`src/rtl/spi_latch_pkg.sv`:
```
package spi_latch_pkg;
    localparam int FRAME_BITS = 16;
    localparam int CMD_W      = 6;
    localparam int DATA_W     = 8;
    localparam int SUB_W      = FRAME_BITS - CMD_W - DATA_W;
    localparam int CNT_W      = $clog2(FRAME_BITS + 1);

    // control lanes that need edge detection
    localparam int CTL_LANES  = 2;
    localparam int IDX_CS     = 0;
    localparam int IDX_SCLK   = 1;
    localparam logic [CTL_LANES-1:0] CTL_IDLE = CTL_LANES'(1) << IDX_CS;

    typedef struct packed {
        logic [CMD_W-1:0]  cmd;
        logic [DATA_W-1:0] data;
        logic [SUB_W-1:0]  sub;
    } frame_t;

    function automatic frame_t split_frame(input logic [FRAME_BITS-1:0] word);
        return frame_t'(word);
    endfunction

    function automatic logic frame_complete(input logic [CNT_W-1:0] cnt,
                                            input logic              over);
        return (cnt == CNT_W'(FRAME_BITS)) && !over;
    endfunction
endpackage

```
`src/rtl/spi_pin_sync.sv`:
```
module spi_pin_sync #(
    parameter int             W       = 1,
    parameter int             STAGES  = 2,
    parameter logic [W-1:0]   RST_VAL = '0
) (
    input  logic         clk,
    input  logic         rst,
    input  logic [W-1:0] d,
    output logic [W-1:0] q
);
    generate
        for (genvar s = 0; s < STAGES; s++) begin : g_stage
            logic [W-1:0] r;
            if (s == 0) begin : g_first
                always_ff @(posedge clk) begin
                    if (rst) r <= RST_VAL;
                    else     r <= d;
                end
            end else begin : g_next
                always_ff @(posedge clk) begin
                    if (rst) r <= RST_VAL;
                    else     r <= g_stage[s-1].r;
                end
            end
        end
    endgenerate

    assign q = g_stage[STAGES-1].r;
endmodule

```
`src/rtl/spi_toggle_det.sv`:
```
module spi_toggle_det #(
    parameter int           W       = 1,
    parameter logic [W-1:0] RST_VAL = '0
) (
    input  logic         clk,
    input  logic         rst,
    input  logic [W-1:0] lvl,
    output logic [W-1:0] tog
);
    logic [W-1:0] prev;

    always_ff @(posedge clk) begin
        if (rst) prev <= RST_VAL;
        else     prev <= lvl;
    end

    assign tog = lvl ^ prev;
endmodule

```
`src/rtl/spi_frame_shift.sv`:
```
module spi_frame_shift
    import spi_latch_pkg::*;
(
    input  logic                  clk,
    input  logic                  rst,
    input  logic                  clear,
    input  logic                  shift_en,
    input  logic                  bit_in,
    output logic [FRAME_BITS-1:0] word,
    output logic [CNT_W-1:0]      cnt,
    output logic                  over
);
    always_ff @(posedge clk) begin
        if (rst) begin
            word <= '0;
            cnt  <= '0;
            over <= 1'b0;
        end else if (clear) begin
            cnt  <= '0;
            over <= 1'b0;
        end else if (shift_en) begin
            word <= {word[FRAME_BITS-2:0], bit_in};
            if (cnt == CNT_W'(FRAME_BITS)) over <= 1'b1;
            else                           cnt  <= cnt + 1'b1;
        end
    end
endmodule

```
`src/rtl/spi_cmd_latch.sv`:
```
module spi_cmd_latch
    import spi_latch_pkg::*;
#(
    parameter int SYNC_STAGES = 2
) (
    input  logic              clk,
    input  logic              rst,
    input  logic              mode_spi,
    input  logic              cs_n,
    input  logic              sclk,
    input  logic              din,
    output logic [CMD_W-1:0]  cmd_o,
    output logic [DATA_W-1:0] data_o,
    output logic              upd_o
);
    logic [CTL_LANES-1:0] ctl_raw, ctl_lvl, ctl_tog;
    logic                 din_s;
    logic                 cs_rise, cs_fall, sclk_rise, sel_low;
    logic [FRAME_BITS-1:0] shift_word;
    logic [CNT_W-1:0]     bit_cnt;
    logic                 bit_over;
    logic                 accept;
    frame_t               frame;

    assign ctl_raw[IDX_CS]   = cs_n;
    assign ctl_raw[IDX_SCLK] = sclk;

    spi_pin_sync #(.W(CTL_LANES), .STAGES(SYNC_STAGES), .RST_VAL(CTL_IDLE)) u_ctl_sync (
        .clk(clk), .rst(rst), .d(ctl_raw), .q(ctl_lvl)
    );

    spi_pin_sync #(.W(1), .STAGES(SYNC_STAGES), .RST_VAL(1'b0)) u_din_sync (
        .clk(clk), .rst(rst), .d(din), .q(din_s)
    );

    spi_toggle_det #(.W(CTL_LANES), .RST_VAL(CTL_IDLE)) u_edges (
        .clk(clk), .rst(rst), .lvl(ctl_lvl), .tog(ctl_tog)
    );

    assign cs_rise   = ctl_tog[IDX_CS]   &  ctl_lvl[IDX_CS];
    assign cs_fall   = ctl_tog[IDX_CS]   & ~ctl_lvl[IDX_CS];
    assign sclk_rise = ctl_tog[IDX_SCLK] &  ctl_lvl[IDX_SCLK];
    assign sel_low   = ~ctl_lvl[IDX_CS] & mode_spi;

    spi_frame_shift u_shift (
        .clk     (clk),
        .rst     (rst),
        .clear   (cs_fall | ~mode_spi),
        .shift_en(sclk_rise & sel_low),
        .bit_in  (din_s),
        .word    (shift_word),
        .cnt     (bit_cnt),
        .over    (bit_over)
    );

    assign frame  = split_frame(shift_word);
    assign accept = cs_rise & mode_spi & frame_complete(bit_cnt, bit_over);

    always_ff @(posedge clk) begin
        if (rst) begin
            cmd_o  <= '0;
            data_o <= '0;
            upd_o  <= 1'b0;
        end else begin
            upd_o <= accept;
            if (accept) begin
                cmd_o  <= frame.cmd;
                data_o <= frame.data;
            end
        end
    end
endmodule

```
`config.mk`:
```
export PLATFORM = sky130hd
export DESIGN_NAME = spi_cmd_latch
export DESIGN_NICKNAME = d
export VERILOG_FILES = /design/src/rtl/spi_latch_pkg.sv /design/src/rtl/spi_pin_sync.sv /design/src/rtl/spi_toggle_det.sv /design/src/rtl/spi_frame_shift.sv /design/src/rtl/spi_cmd_latch.sv
export SDC_FILE = /design/constraint.sdc
export NUM_CORES = 1
export LEC_CHECK = 0
export BUFFER_PORTS_ARGS = -buffer_cell sky130_fd_sc_hd__buf_2
export CAP_MARGIN = 20
export CORE_UTILIZATION = 45
export DETAILED_ROUTE_END_ITERATION = 7
export PLACE_DENSITY = 0.62
export SLEW_MARGIN = 20
export SYNTH_ARGS = -nofsm -noshare
export SYNTH_HDL_FRONTEND = slang
export SYNTH_SLANG_ARGS = --single-unit
```
`constraint.sdc`:
```
create_clock -name clk -period 1.84 [get_ports clk]
set_clock_uncertainty 0.05 [all_clocks]
set_input_delay 0.184 -clock clk [delete_from_list [all_inputs] [get_ports clk]]
set_output_delay 0.184 -clock clk [all_outputs]
set_load 0.02 [all_outputs]
```
==> impl_metrics.toml, run 1 <==
[drt]
avgRoutedWirePerCell_um = 13.6
vias_per_cell = 5.58
antenna_left = 0
drt_iter0_markers = 61
drt_first_pass_iters = 4
wirelength_um = 3570
drc_errors = 0
vias = 1468

[synthesis]
synth-xor-area-share_pct = 0
synthesis.area_um2 = 1770
yosysSeqAreaShare_pct = 51.0
synth_cells = 196
synth_top_area_cell = "dfxtp_1"
yosys.area_share.simple_pct = 22.7
synth_nets = 204
synth_cell_types = 27
synth_mux_area_share_pct = 1.13
synth.area.top_cells = "dfxtp_1, a21oi_1, nand3_1"
yosys.area.top_type_share_pct = 51.0
synth_compound_area_share_pct = 19.0
post_synth_fa_ha_maj_area_fraction_pct = 1.42
synth_top_family_by_area = "simple AND/OR/NAND/NOR gates"
synth_area_per_cell_um2 = 9.01
synth_seq_cells = 45
synth_warnings = 0

[clock_tree]
htreeDepth = 2
cts_resized = 0
cts.clk_slew.worst_paths_ns = 0.08
postCtsHoldBufs = 0
cts_tree = "done"
cts-root-buf = "clkbuf_8"
cts_sinks = 45
worstSkewPairLatency_ns = 0.30
cts_buffers = 5
post-cts-setup-buffers = 0
clk_path_buf_depth = 2

[setup_path]
endpoint_kind = "flop"
crit_type = "reg -> reg"
startpoint_type = "flop"
cp.required_ns = 2.01
crit_chain = "inv_1 -> ha_1 -> and4bb_1 -> or4_1 -> a21oi_1"
slowest_stage = "or4_1"
critPathMaxFanout = 4
cp.buffers_inverters = 1
path_delay_family = "simple AND/OR/NAND/NOR gates"
max_stage_delay_ns = 0.41
arrival_ns = 1.78

[floorplan]
die_h_um = 64.6
die_x_um = 64.6
rows = 22
die-area_um2 = 4180
initial_utilization_pct = 47.5
ios = 21
core-area_um2 = 3720

[global_route]
grt_usage_pct = 18.9
grt_overflow = 0
grt_pass1_vias = 1323
grt_max_degree = 29
grt_pass1_wl_um = 6070
grt_antenna_before_repair = 0

[flow_run]
drv_cap = 0

[final_layout]
multiInputGateArea_um2 = 782
finalNonFillerCells = 263
layout_commonest_cell = "dfxtp_1"
seq_area_um2 = 901
insertedDiodeCount = 0
drive_gt1_share_pct = 18.6
fillers = 345
final_nets = 222
mostFrequentLayoutCells = "dfxtp_1, a21oi_1, nand3_1"
area_growth_pct = 12.7

[placement]
dp.cells = 255
numPortBuffers = 20
dp_hpwl_um = 2390
gp_congestion = 0.713

[sta]
timing_worst_slew_pin_value_ns = 0.475
hold_viol = 0
finalCriticalPeriod_ns = 1.60
tns_ns = 0
clock.fmax_ghz = 0.623
finalCritPeriodShare_pct = 87.2
slew_headroom_pct = 68.3
setup_viol = 0
drv_slew = 0
rsz0062_at_grt = "no"

[power_and_ir_drop]
powerDensity_nw_per_um2 = 825
vdd_ir_drop_max_mv = 0.416
leakagePower_nw = 0.699

[worst_hold_path]
min_path_type = "in -> reg"

[run_status]
outcome = "complete, no violations"
[synthesized netlist by cell type, drive strengths merged]
library cell / instances
nand4b: 2
nand4bb: 3
o21ai: 33
and4bb: 3
or2: 3
nor2b: 7
a21oi: 34
or4b: 2
or3b: 1
nand3b: 1
nand3: 32
inv: 3
nor2: 1
nand2b: 2
dfxtp: 45
clkbuf: 9
or4: 1
mux2i: 2
nor3: 1
buf: 6
nor3b: 1
ha: 2
nand4: 2
[routing by layer]
metal	global-route usage, %	up-vias	routed length, um	share of wire [%]
met1	24.3	665	1680	47
met5	0	-	0	0
li1	-	743	-	-
met4	7.50	0	80	2.2
met2	30.1	50	1620	45
met3	4.93	10	202	5.7
[path summary, 6_finish.rpt]
path	slack (ns)	depth (start not counted)	to	start
hold / removal	0.01	2	u_ctl_sync.g_stage[0].r[0]	cs_n
setup reg to reg	0.24	5	u_shift.cnt[2]	u_shift.cnt[0]
hold reg to reg	0.38	1	u_ctl_sync.q[0]	u_ctl_sync.g_stage[0].r[0]
setup / recovery	0.24	5	u_shift.cnt[2]	u_shift.cnt[0]
[report_power, final]
part / leakage [nW] / total (W) / switching, W / internal (W)
registers: 0.364 / 0.000985 / 0.00000499 / 0.000980
clock network: 0.0445 / 0.000610 / 0.000340 / 0.000269
logic: 0.290 / 0.0000463 / 0.0000292 / 0.0000171
[layout make-up]
| type | count | share of cell area (%) |
|---|---|---|
| inverter | 3 | 0.566 |
| clock buffer | 5 | 3.46 |
| timing repair buffer | 26 | 7.30 |
| clock inverter | 3 | 1.07 |
| tap | 48 | 3.02 |
| sequential | 45 | 45.3 |
| multi-input combinational | 133 | 39.3 |
[logic make-up after synthesis]
family,Yosys count
muxes,2
adders and majority gates,2
AOI/OAI and AO/OA,67
DFF,45
and+or+nand+nor,62
buffers and inverters,18
[stage by stage]
stage                     total power (W)  worst slack, ns  utilization [%]  cell area, um^2  hold WS, ns
after global placement            0.00105            0.385             51.1             1900        0.318
after global routing              0.00171            0.160             53.5             1990      0.00188
after CTS                         0.00166            0.227             53.5             1990      0.00721
after detailed placement          0.00105            0.245             51.1             1900        0.324
final                             0.00164            0.235             53.5             1990       0.0116
after floorplan                   0.00104            0.306                -             1770        0.238
[state kept, by name, summed over array words and instances (netlist names)]
signal	flops
upd_o	1
u_shift.word	16
cmd_o	6
u_ctl_sync.g_stage.r	2
data_o	8
u_din_sync.q	1
u_edges.prev	2
u_ctl_sync.q	2
u_shift.cnt	5
u_shift.over	1
u_din_sync.g_stage.r	1
No activity file was read; power rests on OpenSTA's default activity.
==> run 2: changes to the inputs <==
ABC_AREA = 1   (was default)
SETUP_SLACK_MARGIN = 0.1   (was default)
==> impl_metrics.toml, run 2 <==
[run_status]
outcome = "complete, no violations"

[synthesis]
synth_enable_flop_cells = 0
synth_seq_cells = 45
yosysMostFrequentCell = "nand2_1"
ys.flop_type = "dfxtp_1"
synth.area.top_cells = "dfxtp_1, nand2_1, inv_1"
synth_top_area_cell = "dfxtp_1"
yosys.area.top_type_share_pct = 48.8
synthesis.area_um2 = 1840
yosysSeqAreaShare_pct = 48.8
yosys-top-cells-count = "nand2_1, dfxtp_1, inv_1"
synthArstFlopShare_pct = 0
synth_nets = 260
synth_area_per_cell_um2 = 7.32
synth_warnings = 0
synth_cell_types = 19
synth_cells = 252

[drt]
drt_iter0_markers = 67
vias = 1447
avgRoutedWirePerCell_um = 9.64
drt_first_pass_iters = 4
vias_per_cell = 4.54
drc_errors = 0
antenna_left = 0
wirelength_um = 3080

[clock_tree]
worstSkewPairLatency_ns = 0.31
cts-root-buf = "clkbuf_8"
cts_resized = 0
cts_tree = "done"
clk_path_buf_depth = 2
cts.clk_slew.worst_paths_ns = 0.08
cts_sinks = 45
postCtsHoldBufs = 0
post-cts-setup-buffers = 0
htreeDepth = 2
cts_buffers = 5

[final_layout]
reg_top3 = "u_shift.word x16, data_o x8, cmd_o x6"
mostFrequentLayoutCells = "nand2_1, dfxtp_1, inv_1"
layout_commonest_cell = "nand2_1"
drive_gt1_share_pct = 18.5
insertedDiodeCount = 0
area_growth_pct = 10.4
regMostFlops = "u_shift.word"
final_nets = 278
largest_reg_flops = 16

[global_route]
grt_pass1_vias = 1303
grt_usage_pct = 17.3
grt_overflow = 0
grt_pass1_wl_um = 5520
grt_max_degree = 30
grt_antenna_before_repair = 0

[setup_path]
cp.required_ns = 1.99
arrival_ns = 1.62
startpoint_type = "flop"
timing.rr.start = "u_shift.cnt[0]"
crit_path_end = "cmd_o[3]"
endpoint_kind = "flop"
reg2reg_depth = 8
critPathMaxFanout = 29
crit_type = "reg -> reg"
startpoint = "u_shift.cnt[0]"
rrSetupSlack_ns = 0.37
rr_endpoint = "cmd_o[3]"

[sta]
rsz0062_at_grt = "no"
setup_viol = 0
tns_ns = 0
hold_viol = 0
drv_slew = 0
slew_headroom_pct = 77.2
timing_worst_slew_pin_value_ns = 0.342
clock.fmax_ghz = 0.678
finalCriticalPeriod_ns = 1.47
finalCritPeriodShare_pct = 80.1
setup_ws_ns = 0.365

[power_and_ir_drop]
vdd_ir_drop_max_mv = 0.669
leakagePower_nw = 0.968
powerDensity_nw_per_um2 = 804
finalPower_w = 0.00164

[placement]
numPortBuffers = 20
place_ws_ns = 0.369
gp_congestion = 0.761
dp_hpwl_um = 2040

[floorplan]
die_x_um = 66.0
core-area_um2 = 3800
rows = 22
initial_utilization_pct = 48.6
ios = 21
die_h_um = 66.0
die-area_um2 = 4360

[worst_hold_path]
min_path_type = "in -> reg"

[flow_run]
drv_cap = 0
-- run 2: cells by family after synthesis --
| kind of cell | after synthesis | share of synthesized area, % |
|---|---|---|
| AO/OA/AOI/OAI | 22 | 5.97 |
| adder cells (fa/ha/maj) | 2 | 1.36 |
| buffers and inverters | 44 | 11.1 |
| flip-flops | 45 | 48.8 |
| AND/OR/NAND/NOR | 139 | 32.8 |
-- run 2: critical path: stages (launching register included) --
cell and delay (ns):
dfxtp_1 0.40, inv_1 0.08, ha_1 0.19, nand2_1 0.12
nor2_4 0.06, nand2_4 0.26, nand2_1 0.09, nand2_1 0.07
nor2_1 0.04
-- run 2: layout make-up --
class                           instances  area (um^2)
Clock buffer                            5         68.8
Clock inverter                          3         22.5
Fill cell                             382         1760
Inverter                               32          121
Multi-Input combinational cell        163          739
Sequential cell                        45          901
Tap cell                               48         60.1
Timing Repair Buffer                   23          123
-- run 2: per-stage QoR --
step,hold WS (ns),cells,utilization (%),instance area [um^2]
after floorplan,0.238,252,-,1840
after global placement,0.319,311,51.2,1940
after detailed placement,0.321,311,51.2,1940
after CTS,0.000655,319,53.6,2040
after global routing,0.00660,319,53.6,2040
final,0.00992,319,53.6,2040
-- run 2: where the power goes --
group / internal (W) / switching [W]
clock: 0.000269 / 0.000339
sequential: 0.000980 / 0.00000266
combinational: 0.0000127 / 0.0000324
total: 0.00126 / 0.000375
-- run 2: worst min-delay path by stage --
| stage | from | end | slack (ns) | cells after the start |
|---|---|---|---|---|
| after global routing | cs_n | u_ctl_sync.g_stage[0].r[0] | 0.007 | 2 |
| final | cs_n | u_ctl_sync.g_stage[0].r[0] | 0.01 | 2 |
| after floorplan | cs_n | u_ctl_sync.g_stage[0].r[0] | 0.24 | 1 |
| after global placement | cs_n | u_ctl_sync.g_stage[0].r[0] | 0.32 | 2 |
| after detailed placement | cs_n | u_ctl_sync.g_stage[0].r[0] | 0.32 | 2 |
| after CTS | cs_n | u_ctl_sync.g_stage[0].r[0] | 0.0007 | 2 |
-- run 2: per-layer routing --
metal | vias up | wire length, um | global-route usage, %
met5 | - | 0 | 0
met4 | 0 | 82 | 10.4
met3 | 8 | 125 | 5.52
met2 | 23 | 1340 | 27.8
met1 | 615 | 1530 | 19.9
li1 | 801 | - | -
